==> src/rtl/bos_pkg.sv <==
package bos_pkg;
    typedef enum logic [2:0] {
        ST_UVLO,
        ST_PRECHG,
        ST_DEAD_A,
        ST_DIAG_A,
        ST_DEAD_B,
        ST_DIAG_B,
        ST_HOLD,
        ST_FAULT
    } bos_state_t;

    typedef enum logic [1:0] {
        RM_CLEAR,
        RM_UP,
        RM_DOWN
    } ramp_mode_t;
endpackage

==> src/rtl/bos_sync.sv <==
module bos_sync #(
    parameter int STAGES = 2
) (
    input  logic clk,
    input  logic rst_n,
    input  logic d,
    output logic q
);
    logic [STAGES-1:0] chain;

    always_ff @(posedge clk or negedge rst_n) begin
        if (!rst_n) chain <= '0;
        else        chain <= {chain[STAGES-2:0], d};
    end

    assign q = chain[STAGES-1];
endmodule

==> src/rtl/bos_ramp.sv <==
module bos_ramp
    import bos_pkg::*;
#(
    parameter int RAMP_W = 12
) (
    input  logic              clk,
    input  logic              rst_n,
    input  ramp_mode_t        mode,
    input  logic [RAMP_W-1:0] step,
    output logic [RAMP_W-1:0] value
);
    localparam logic [RAMP_W-1:0] FULL = {RAMP_W{1'b1}};

    logic [RAMP_W:0]   sum;
    logic [RAMP_W-1:0] next_val;

    assign sum = {1'b0, value} + {1'b0, step};

    always_comb begin
        unique case (mode)
            RM_UP:   next_val = sum[RAMP_W] ? FULL : sum[RAMP_W-1:0];
            RM_DOWN: next_val = (value < step) ? '0 : value - step;
            default: next_val = '0;
        endcase
    end

    always_ff @(posedge clk or negedge rst_n) begin
        if (!rst_n) value <= '0;
        else        value <= next_val;
    end
endmodule

==> src/rtl/bos_dead.sv <==
module bos_dead #(
    parameter int DEAD_W = 8
) (
    input  logic              clk,
    input  logic              rst_n,
    input  logic              load,
    input  logic [DEAD_W-1:0] length,
    output logic              expired
);
    logic [DEAD_W-1:0] cnt;

    always_ff @(posedge clk or negedge rst_n) begin
        if (!rst_n)         cnt <= '0;
        else if (load)      cnt <= length;
        else if (cnt != '0) cnt <= cnt - 1'b1;
    end

    assign expired = (cnt == '0);
endmodule

==> src/rtl/bridge_osc_seq.sv <==
module bridge_osc_seq
    import bos_pkg::*;
#(
    parameter int RAMP_W      = 12,
    parameter int DEAD_W      = 8,
    parameter int SYNC_STAGES = 2
) (
    input  logic              clk,
    input  logic              rst_n,
    input  logic              supply_ok,
    input  logic              fault_in,
    input  logic              hold_in,
    input  logic [RAMP_W-1:0] cfg_lo,
    input  logic [RAMP_W-1:0] cfg_hi,
    input  logic [RAMP_W-1:0] cfg_step,
    input  logic [DEAD_W-1:0] cfg_dead,
    output logic              lo1,
    output logic              lo2,
    output logic              hi1,
    output logic              hi2,
    output logic [RAMP_W-1:0] ramp
);
    bos_state_t state_q, state_d;
    ramp_mode_t ramp_mode;
    logic       fault_s;
    logic       dead_done;
    logic       dead_load;
    logic       at_hi, at_lo;

    bos_sync #(.STAGES(SYNC_STAGES)) u_fault_sync (
        .clk   (clk),
        .rst_n (rst_n),
        .d     (fault_in),
        .q     (fault_s)
    );

    bos_ramp #(.RAMP_W(RAMP_W)) u_ramp (
        .clk   (clk),
        .rst_n (rst_n),
        .mode  (ramp_mode),
        .step  (cfg_step),
        .value (ramp)
    );

    bos_dead #(.DEAD_W(DEAD_W)) u_dead (
        .clk     (clk),
        .rst_n   (rst_n),
        .load    (dead_load),
        .length  (cfg_dead),
        .expired (dead_done)
    );

    assign at_hi = (ramp >= cfg_hi);
    assign at_lo = (ramp <= cfg_lo);

    // Next-state selection: supply, then fault, then hold, then sequence.
    always_comb begin
        state_d = state_q;
        if (!supply_ok) begin
            state_d = ST_UVLO;
        end else if (fault_s || state_q == ST_FAULT) begin
            state_d = ST_FAULT;
        end else if (hold_in) begin
            state_d = ST_HOLD;
        end else begin
            unique case (state_q)
                ST_UVLO:   state_d = ST_PRECHG;
                ST_HOLD:   state_d = ST_PRECHG;
                ST_PRECHG: if (at_lo == 1'b0 || ramp == cfg_lo) begin
                               if (ramp >= cfg_lo) state_d = ST_DEAD_A;
                           end
                ST_DEAD_A: if (at_hi)          state_d = ST_DEAD_B;
                           else if (dead_done) state_d = ST_DIAG_A;
                ST_DIAG_A: if (at_hi)          state_d = ST_DEAD_B;
                ST_DEAD_B: if (at_lo)          state_d = ST_DEAD_A;
                           else if (dead_done) state_d = ST_DIAG_B;
                ST_DIAG_B: if (at_lo)          state_d = ST_DEAD_A;
                ST_FAULT:  state_d = ST_FAULT;
            endcase
        end
    end

    assign dead_load = (state_d != state_q) &&
                       (state_d == ST_DEAD_A || state_d == ST_DEAD_B);

    always_ff @(posedge clk or negedge rst_n) begin
        if (!rst_n) state_q <= ST_UVLO;
        else        state_q <= state_d;
    end

    // Output and ramp-direction decode from the present state.
    always_comb begin
        lo1       = 1'b0;
        lo2       = 1'b0;
        hi1       = 1'b0;
        hi2       = 1'b0;
        ramp_mode = RM_CLEAR;
        unique case (state_q)
            ST_UVLO:   ramp_mode = RM_CLEAR;
            ST_FAULT:  ramp_mode = RM_CLEAR;
            ST_HOLD: begin
                lo1 = 1'b1;
                lo2 = 1'b1;
            end
            ST_PRECHG: begin
                lo1       = 1'b1;
                lo2       = 1'b1;
                ramp_mode = RM_UP;
            end
            ST_DEAD_A: ramp_mode = RM_UP;
            ST_DIAG_A: begin
                lo1       = 1'b1;
                hi2       = 1'b1;
                ramp_mode = RM_UP;
            end
            ST_DEAD_B: ramp_mode = RM_DOWN;
            ST_DIAG_B: begin
                lo2       = 1'b1;
                hi1       = 1'b1;
                ramp_mode = RM_DOWN;
            end
        endcase
        if (!supply_ok) ramp_mode = RM_CLEAR;
    end
endmodule

==> config.mk <==
export PLATFORM = sky130hd
export DESIGN_NAME = bridge_osc_seq
export DESIGN_NICKNAME = d
export VERILOG_FILES = /design/src/rtl/bos_pkg.sv /design/src/rtl/bos_sync.sv /design/src/rtl/bos_ramp.sv /design/src/rtl/bos_dead.sv /design/src/rtl/bridge_osc_seq.sv
export SDC_FILE = /design/constraint.sdc
export NUM_CORES = 1
export LEC_CHECK = 0
export BUFFER_PORTS_ARGS = -buffer_cell sky130_fd_sc_hd__buf_2
export CORE_ASPECT_RATIO = 1.5
export CORE_UTILIZATION = 41
export CTS_BUF_LIST = sky130_fd_sc_hd__clkbuf_2 sky130_fd_sc_hd__clkbuf_4 sky130_fd_sc_hd__clkbuf_8
export DETAILED_ROUTE_END_ITERATION = 12
export SLEW_MARGIN = 20
export SYNTH_ARGS = -nofsm -noshare
export SYNTH_HDL_FRONTEND = slang
export SYNTH_SLANG_ARGS = --single-unit
==> constraint.sdc <==
create_clock -name clk -period 6.9 [get_ports clk]
set_clock_uncertainty 0.15 [all_clocks]
set_input_delay 0.69 -clock clk [delete_from_list [all_inputs] [get_ports clk]]
set_output_delay 0.69 -clock clk [all_outputs]
set_load 0.005 [all_outputs]
Word level (Yosys, flattened, before mapping)
Index checks and enable logic that the tools add are counted.

$lt $le $gt $ge: 4. Bitwise gates (word level): 1. Eq/ne operators: 13. Muxes and demuxes: 23. Add/subtract/negate cells: 3. Reductions and logical operators: 13.

Operator list (number): 3-bit 2-to-1 mux (11); 12-bit >= comparator (2); 12-bit 2-to-1 mux (2); 12-bit one-hot mux with 2 select lines (1); 3-bit one-hot mux with 7 select lines (1); 8-bit 2-to-1 mux (2); 3-bit equality test, second input constant (5); 12-bit by 12-bit adder with 13-bit output (1); 12-bit equality test (1); 12-bit <= comparator (1); 12-bit < comparator (1); 12-bit subtractor (1); 3-bit by 2-bit equality test with 1-bit output, second input constant (3); 3-bit OR reduction (3); 8-bit zero test (1); 8-bit nonzero test (1); 8-bit by 1-bit subtractor with 8-bit output, second input constant (1); 1-bit 2-to-1 mux (4); 2-bit one-hot mux with 2 select lines (1); 2-bit OR reduction (2); 3-bit by 1-bit equality test with 1-bit output, second input constant (1); 3-bit zero test (1); 1-bit logical OR (3); 3-bit != test (1); other kinds (6) (6).

Output and inout bits: 16. Word-level logic and storage cells: 61. Flip-flop bits (word level): 25. Input port bits: 49.

Logic depth before layout (Yosys ltp)
Gate-level depths: netlist of run 1.

Word-level depth: 12. Depth in mapped cells: 13. Gate-level depth less buffers: 12.

Cells and area by module
A second synthesis of run 1 with hierarchy kept.

Cell total of the unflattened synthesis: 398. Area, all modules: 3233.1 um^2.

By module, submodules not included: bos_ramp (times used 1, cells each 210, area an instance 1721.7 um^2, seq. area each 300.3 um^2); bridge_osc_seq (times used 1, cells each 132, area an instance 984.7 um^2, seq. area each 75.1 um^2); bos_dead (times used 1, cells each 54, area an instance 476.7 um^2, seq. area each 200.2 um^2); bos_sync (times used 1, cells each 2, area an instance 50.0 um^2, seq. area each 50.0 um^2).

Worst setup path before layout of run 1
Ideal clock, no wire load.

Kind: input -> register. From: in cfg_lo[9]. To: reg u_dead.cnt[0]. Arrival: 2.649 ns. Buffers on the path: 0. Setup time: 0.125 ns. Data required time: 6.625 ns. Stages on the path: 10. Path slack: 3.976 ns. Path through: inv_1 -> ha_1 -> a21o_1 -> a21o_1 -> a21oi_2 -> a311o_1 -> nand4b_1 -> o2111a_1 -> o211ai_2 -> mux2_2.

Cells in the longest elaborated chain, start to end: 12. Elaborated cells on any way between the ends: 20. Those cells by class: 2 x order compare; 4 x eq/ne; 9 x mux; 1 x bitwise; 4 x reduce/logical.

Ends and longest elaborated chain: start: declaration (RTL line bridge_osc_seq.sv:13) `input logic [RAMP_W-1:0] cfg_lo,`; 12-bit <= comparator (RTL line bridge_osc_seq.sv:54) `assign at_lo = (ramp <= cfg_lo);`; 1-bit NOT (RTL line bridge_osc_seq.sv:69) `ST_PRECHG: if (at_lo == 1'b0 || ramp == cfg_lo) begin`; 1-bit logical OR (RTL line bridge_osc_seq.sv:69); 3-bit 2-to-1 mux (RTL line bridge_osc_seq.sv:69); 3-bit one-hot mux with 7 select lines (*) (RTL line bridge_osc_seq.sv:66) `unique case (state_q)`; 3-bit 2-to-1 mux (*) (RTL line bridge_osc_seq.sv:63) `end else if (hold_in) begin`; 3-bit 2-to-1 mux (*) (RTL line bridge_osc_seq.sv:61) `end else if (fault_s || state_q == ST_FAULT) begin`; 3-bit 2-to-1 mux (*) (RTL line bridge_osc_seq.sv:59) `if (!supply_ok) begin`; 3-bit by 2-bit equality test with 1-bit output / 3-bit equality test (equally long branches) (RTL line bridge_osc_seq.sv:84) `(state_d == ST_DEAD_A || state_d == ST_DEAD_B);`; 1-bit logical OR (RTL line bridge_osc_seq.sv:84); 1-bit logical AND (*) (RTL line bridge_osc_seq.sv:83) `assign dead_load = (state_d != state_q) &&`; 8-bit 2-to-1 mux / 2-bit nonzero test (equally long branches); end signal: assignment (RTL line bos_dead.sv:14) `else if (load) cnt <= length;`; end signal: assignment (RTL line bos_dead.sv:15) `else if (cnt != '0) cnt <= cnt - 1'b1;`; end: declaration (RTL line bos_dead.sv:10) `logic [DEAD_W-1:0] cnt;`.

Mark *: on every way between the ends. The rest lies on a longest branch, timed or not. A chain may end at the register's enable or synchronous reset.

Worst setup path in the final report of run 1
From: in cfg_hi[2]. To: reg u_dead.cnt[3].

Cells in the longest elaborated chain, start to end: 10. Elaborated cells on any way between the ends: 14. Those cells by class: 1 x order compare; 3 x eq/ne; 7 x mux; 3 x reduce/logical.

Ends and longest elaborated chain: start: declaration (RTL line bridge_osc_seq.sv:14) `input logic [RAMP_W-1:0] cfg_hi,`; 12-bit >= comparator (*) (RTL line bridge_osc_seq.sv:53) `assign at_hi = (ramp >= cfg_hi);`; 3-bit 2-to-1 mux (on tied branches) (RTL line bridge_osc_seq.sv:74, bridge_osc_seq.sv:72); 3-bit one-hot mux with 7 select lines (*) (RTL line bridge_osc_seq.sv:66); 3-bit 2-to-1 mux (*) (RTL line bridge_osc_seq.sv:63); 3-bit 2-to-1 mux (*) (RTL line bridge_osc_seq.sv:61); 3-bit 2-to-1 mux (*) (RTL line bridge_osc_seq.sv:59); 3-bit by 2-bit equality test with 1-bit output / 3-bit equality test (equally long branches) (RTL line bridge_osc_seq.sv:84); 1-bit logical OR (RTL line bridge_osc_seq.sv:84); 1-bit logical AND (*) (RTL line bridge_osc_seq.sv:83); 8-bit 2-to-1 mux / 2-bit nonzero test (equally long branches).

Marked as above.

==> results of run 1 <==
worst max-delay path by stage:
stage	start	endpoint	slack, ns
floorplan	cfg_lo[9]	u_dead.cnt[0]	3.98
global placement	cfg_hi[2]	u_dead.cnt[3]	3.54
detailed placement	cfg_hi[2]	u_dead.cnt[5]	3.47
CTS	cfg_hi[2]	u_dead.cnt[3]	3.77
global route	cfg_hi[2]	u_dead.cnt[2]	3.53
finish	cfg_hi[2]	u_dead.cnt[3]	3.78
synth_stat cells (3+ instances only):
cell      instances
xnor2_1           7
a211oi_1          4
ha_1             52
nor3_1           14
mux2_2           10
nor2b_1           4
o211a_1           3
inv_1            58
nand2b_1         11
dfrtp_1          25
and2_1            3
clkbuf_1          5
nand3_1           6
or2_2             3
nor2_1           25
a311oi_1          4
a21o_1           12
nand4_1           6
o21ai_0          21
o2111a_1          4
a21oi_1          29
a31oi_1           5
nand2_1          24
o22ai_1           3
layer usage:
layer | track usage, % | up-vias | share of wire, %
met2 | 41.5 | 91 | 53
met5 | 0 | - | 0
met1 | 24.5 | 1397 | 41
met3 | 0.924 | 16 | 3.6
met4 | 7.00 | 0 | 2.4
li1 | - | 1504 | -
kinds of logic after synthesis:
kind of cell	count (synthesis)	synth area share, %
AO/OA/AOI/OAI	112	24.5
XOR/XNOR	8	2.25
adder cells (fa/ha/maj)	54	22.2
buffers and inverters	66	8.29
flip-flops	25	20.1
multiplexers	11	3.95
AND/OR/NAND/NOR	111	18.7
layout by cell type (no fill, tap or decap), drive strengths merged, types with 5 or more instances in the layout:
cell type	instances
xnor2	7
a21oi	30
o21ai	23
nor2	25
dfrtp	25
nand2b	11
nand2	24
a21o	12
buf	64
nor3	14
mux2	10
nand3	6
nand4	6
ha	52
inv	58
a31oi	5
final cells by class:
type,instances,area [sq um],share of cell area [%]
multi-input combinational,296,2220,62.5
tap,100,125,3.51
sequential,25,626,17.6
clock inverter,1,7.51,0.211
inverter,58,218,6.11
clock buffer,3,41.3,1.16
timing repair buffer,64,320,8.99
flip-flops by register name, summed over array words and instances, names as in the netlist:
signal and cells:
u_fault_sync.chain 2, u_ramp.value 12, state_q 3, u_dead.cnt 8
stage by stage:
step / utilization (%) / worst slack, ns / total power, mW / hold WS [ns] / std cells
after floorplan: - / 3.98 / 0.408 / 0.181 / 387
after global placement: 48.3 / 3.54 / 0.473 / 0.196 / 543
after detailed placement: 48.3 / 3.47 / 0.480 / 0.199 / 543
after CTS: 49.0 / 3.77 / 0.577 / 0.231 / 547
after global routing: 49.0 / 3.53 / 0.625 / 0.232 / 547
final: 49.0 / 3.78 / 0.572 / 0.221 / 547
where the power goes:
part,internal [mW],switching (mW)
Clock,0.0411,0.0550
Combinational,0.132,0.126
Sequential,0.177,0.0409
==> results.txt, run 1 <==
# IOs: 65
Worst Tran Pin Value: 0.592 ns
Pin count of the biggest net entering global routing: 26
Nets@finish: 551
Clock transition at path regs: 0.10 ns
Final min period: 3.12 ns
Drt drc: 0
Core Rows: 38
Critical Path AT: 3.15 ns
Critical-path top delay cell: o211ai_2
First-pass GRT wire length: 13500 microns
Crit Path Category: primary input to flop
Mapped Cells: 387
Yosys warning count: 0
H-tree depth: 1
CTS Hold Bufs: 0
Post-synthesis cell area: 3110 sq um
Slew HR: 60.5%
PwrDens: 161 nW/um^2
Top post-synthesis cells by area: ha_1 (21%), dfrtp_1 (20%), inv_1 (7.0%)
HPWL Detailed: 6620 microns
GR Util All Layers: 21.5%
Final setup fails: 0
Hold path depth: 0
CTS resizes: 0
Gr ovfl total: 0
Leak pwr: 1.88 nW
Area growth syn-to-layout: 14.6%
CP max stage delay: 0.44 ns
First-pass DRT Iterations: 4
RR Startpoint: u_ramp.value[2]
DRT antenna net count: 0
CTS Buf Count: 3
CP cell instances: buf_2 > inv_1 > ha_1 > a211oi_1 > o21ai_0 > a21oi_1 > o21ai_1 > o41ai_1 > nor3_1 > o211ai_2 > mux2_2
Hold Path Class: flop to flop
Routed vias/inst: 5.50
Vias in the first global route: 3011
Clock Sinks: 25
Initial Utilization: 42.7%
Clk_lat worst skew: 0.28 ns
Max FO, Critical Path: 8
Setup TNS: 0 ns
Final Instance Area: 3560 sq um
CP Launch Type: primary input
Post-synthesis async set-or-reset flop share: 100%
#FFs+latches synth: 25
Die height: 109 microns
Total Wirelength: 8000 microns
WHS Endpoint: u_fault_sync.chain[1]
Predominant post-synthesis flop cell: dfrtp_1
Full die area: 7940 sq um
Final Max Tran Viols: 0
CTS tree: built
Die W: 73.1 microns
EDFF count, synth: 0
Number of antenna diodes: 0
Layout cell share with drive strength beyond 1: 19.5%
Mean Syn Cell Area: 8.03 sq um
Hold Startpoint: u_fault_sync.chain[0]
Status: completed
Worst r2r dst: u_dead.cnt[3]
Clock Path Buffers: 2
IO buf count: 64
Fmax: 0.320 GHz
Reg2reg path depth: 9
Synth unique cells: 60
Max cap viols: 0
Synth area leader: ha_1
Unrepaired setup endpoints after global routing: no
Final hold viol count: 0
Worst path bufs/invs: 2
Synth top area share: 20.9%
Final period util: 45.2%
Worst EP required: 6.93 ns
Initial antenna violation count: 0
CP top delay family: compound AO/OA/AOI/OAI gates
Syn Nets: 490
Filler Cell Count: 749
Crit path depth: 11
Clock root buffer: clkbuf_8
Postcts setup bufs: 0
Sequential share of the synthesized area: 20.1%
Worst Setup End Kind: flop
DRT iter0 DRCs: 104
WL per Instance: 14.6 microns
Vias: 3008
R2R setup slack: 3.82 ns
Placed Instance Area: 3510 sq um
Core area: 7270 sq um
Peak VDD IR: 0.0924 mV
RD Place Congestion: 0.837
Note: power is estimated with default switching activity, not from simulation.
==> run 2, diff against run 1 <==
==> constraint.sdc (replaced) <==
create_clock -name clk -period 2.9 [get_ports clk]
set_clock_uncertainty 0.15 [all_clocks]
set_input_delay 0.29 -clock clk [delete_from_list [all_inputs] [get_ports clk]]
set_output_delay 0.29 -clock clk [all_outputs]
set_load 0.005 [all_outputs]
==> run 2 against run 1 <==
  * Total power grew to 2.6 times the previous value
  * Clock power grew 130%
  * Register-to-register slack lost 3.7 ns
  * Via count grew 7.8%
  * Sequential share of layout area shrank 2.0 points
  * Sequential cell count is the same
  * Worst setup slack lost 3.7 ns
  * Clock-buffer cell count is the same
==> results.txt, run 2 (synthesized netlist as in run 1, its figures left out) <==
GR Util All Layers: 22.1% (+0.69 points)
Top reg by flops: u_ramp.value
Vias: 3244 (+7.8%)
Slew HR: 59.9% (-0.66 points)
Fmax: 0.354 GHz
Initial antenna violation count: 0 (unchanged)
R2R setup slack: 0.08 ns (-3.74 ns)
Cell-internal power: 0.899 mW (+160%)
Reg power frac: 35.0% (-3.1 points)
Worst Tran Pin Value: 0.602 ns (+0.00983 ns)
Final Max Tran Viols: 0 (unchanged)
Clock power frac: 15.3% (-1.5 points)
Core area: 7270 sq um (unchanged)
Status: completed
Max FO, Critical Path: 8 (unchanged)
Leak pwr: 2.10 nW (+12%)
Worst r2r dst: u_dead.cnt[0]
CP max stage delay: 0.45 ns (about the same)
Initial Utilization: 42.7% (unchanged)
HPWL Detailed: 6890 microns (+4.1%)
Logic pwr share: 49.7% (+4.6 points)
Full die area: 7940 sq um (unchanged)
DRT iter0 DRCs: 113 (+8.7%)
Max reg flops: 12 (unchanged)
Worst path bufs/invs: 1 (-1)
Nets@finish: 588 (+6.7%)
Hold Path Class: primary input to flop
Clock transition at path regs: 0.10 ns (about the same)
Die height: 109 microns (unchanged)
Final Instance Area: 4040 sq um (+13%)
Final period util: 97.3%
Switching portion of total power: 38.6% (-0.28 points)
DRT antenna net count: 0 (unchanged)
Switch Pwr: 0.564 mW (+150%)
First-pass DRT Iterations: 6 (+2)
Final hold viol count: 0 (unchanged)
Critical-path top delay cell: dfrtp_2
PwrDens: 362 nW/um^2 (+130%)
Area growth syn-to-layout: 30.0%
Routed vias/inst: 5.55 (+1.0%)
Worst EP required: 2.92 ns (-4.01 ns)
# IOs: 65 (unchanged)
Regs by FF count: u_ramp.value x12, u_dead.cnt x8, state_q x3
Core Rows: 38 (unchanged)
Number of antenna diodes: 0 (unchanged)
H-tree depth: 1 (unchanged)
Min setup slack post-route: 0.0770 ns (-3.70 ns)
CP top delay family: compound AO/OA/AOI/OAI gates
Max cap viols: 0 (unchanged)
Placed Instance Area: 3710 sq um (+5.7%)
Commonest cells after routing, fill and taps aside: buf_2 (64), inv_1 (57), ha_1 (48)
Most common cell after layout, fill and taps aside: buf_2
CP most frequent cell: a21o_1
CTS tree: built
Final min period: 2.82 ns
Peak VDD IR: 0.190 mV (+110%)
Crit Path Category: flop to flop
Drt drc: 0 (unchanged)
Pin count of the biggest net entering global routing: 26 (unchanged)
Critical Path Sink: u_dead.cnt[0]
Total Wirelength: 8800 microns (+10%)
RD Place Congestion: 0.899 (+7.4%)
Vias in the first global route: 3122 (+3.7%)
CP startpoint: u_ramp.value[9]
Crit path depth: 10 (-1)
Pre-CTS setup slack: -0.0881 ns (-3.56 ns)
CP Launch Type: flop
WL per Instance: 15.1 microns (+3.0%)
Worst Setup End Kind: flop
Critical Path AT: 2.84 ns (-0.31 ns)
Die W: 73.1 microns (unchanged)
Clk_lat worst skew: 0.28 ns (about the same)
CTS Buf Count: 3 (unchanged)
IO buf count: 64 (unchanged)
Clock Path Buffers: 2 (unchanged)
First-pass GRT wire length: 13700 microns (+1.7%)
RR Startpoint: u_ramp.value[9]
Clock root buffer: clkbuf_8
Reg2reg path depth: 10 (+1)
CP cell instances: ha_1 > a21o_1 > a21o_1 > a21oi_4 > a31oi_1 > o211a_1 > o31ai_2 > o211ai_4 > buf_12 > mux2_4
Clock Sinks: 25 (unchanged)
Final setup fails: 0 (unchanged)
Gr ovfl total: 0 (unchanged)
Layout cell share with drive strength beyond 1: 31.4% (+12 points)
==> run 2: layout make-up <==
type,instances,area [sq um]
Clock buffer,3,41.3
Fill cell,723,3230
Multi-Input combinational cell,297,2390
Tap cell,100,125
Inverter,58,218
Clock inverter,1,7.51
Sequential cell,25,628
Timing Repair Buffer,100,628
==> run 2: power groups by stage <==
stage / Clock (mW) / Combinational (mW) / Sequential (mW)
2_1_floorplan: 0 / 0.471 / 0.499
3_3_place_gp: 0 / 0.648 / 0.516
3_5_place_dp: 0 / 0.661 / 0.519
4_1_cts: 0.232 / 0.672 / 0.512
5_1_grt: 0.245 / 0.817 / 0.524
6_report: 0.223 / 0.728 / 0.512
==> run 2: how the worst min path moves through the flow <==
stage | slack [ns] | cells past startpoint | start | end
detailed placement | 0.18 | 1 | rst_n | u_dead.cnt[2]
finish | 0.09 | 2 | cfg_dead[3] | u_dead.cnt[3]
CTS | 0.08 | 2 | cfg_dead[3] | u_dead.cnt[3]
global route | 0.08 | 2 | cfg_dead[7] | u_dead.cnt[7]
global placement | 0.18 | 1 | rst_n | u_dead.cnt[2]
floorplan | -0.16 | 0 | rst_n | state_q[0]
==> run 2: worst register-to-register path, delay by kind of cell, from the launching register on <==
kind            cells  cell delay [ns]
compound gates      7             1.36
fa+ha+maj           1             0.30
buf+inv             1             0.16
flops               1             0.45
mux                 1             0.29
==> run 2: timing repair <==
item                                    in CTS  in global routing
buffers inserted                             0                  9
endpoints found under the hold margin       26                  0
endpoints found under the setup margin      15                 17
pin swaps                                    4                 24
hold buffers                                 2                  0
gates resized for setup                      5                 41
cloned                                       0                  1
==> run 2: stage by stage <==
step | cells | power [mW] | TNS [ns] | util (%) | hold slack [ns]
2_1_floorplan | 387 | 0.970 | 0 | - | -0.156
3_3_place_gp | 568 | 1.16 | -0.501 | 51.0 | 0.175
3_5_place_dp | 568 | 1.18 | -0.836 | 51.0 | 0.181
4_1_cts | 574 | 1.42 | 0 | 52.4 | 0.0827
5_1_grt | 584 | 1.59 | -0.128 | 55.6 | 0.0797
6_report | 584 | 1.46 | 0 | 55.6 | 0.0902
==> run 2: metal layers <==
metal	vias to the layer above	global-route usage (%)	wire [microns]
met3	38	1.94	288
met5	-	0	0
met4	0	12.2	408
met2	115	41.9	4720
met1	1516	23.5	3380
li1	1575	-	-
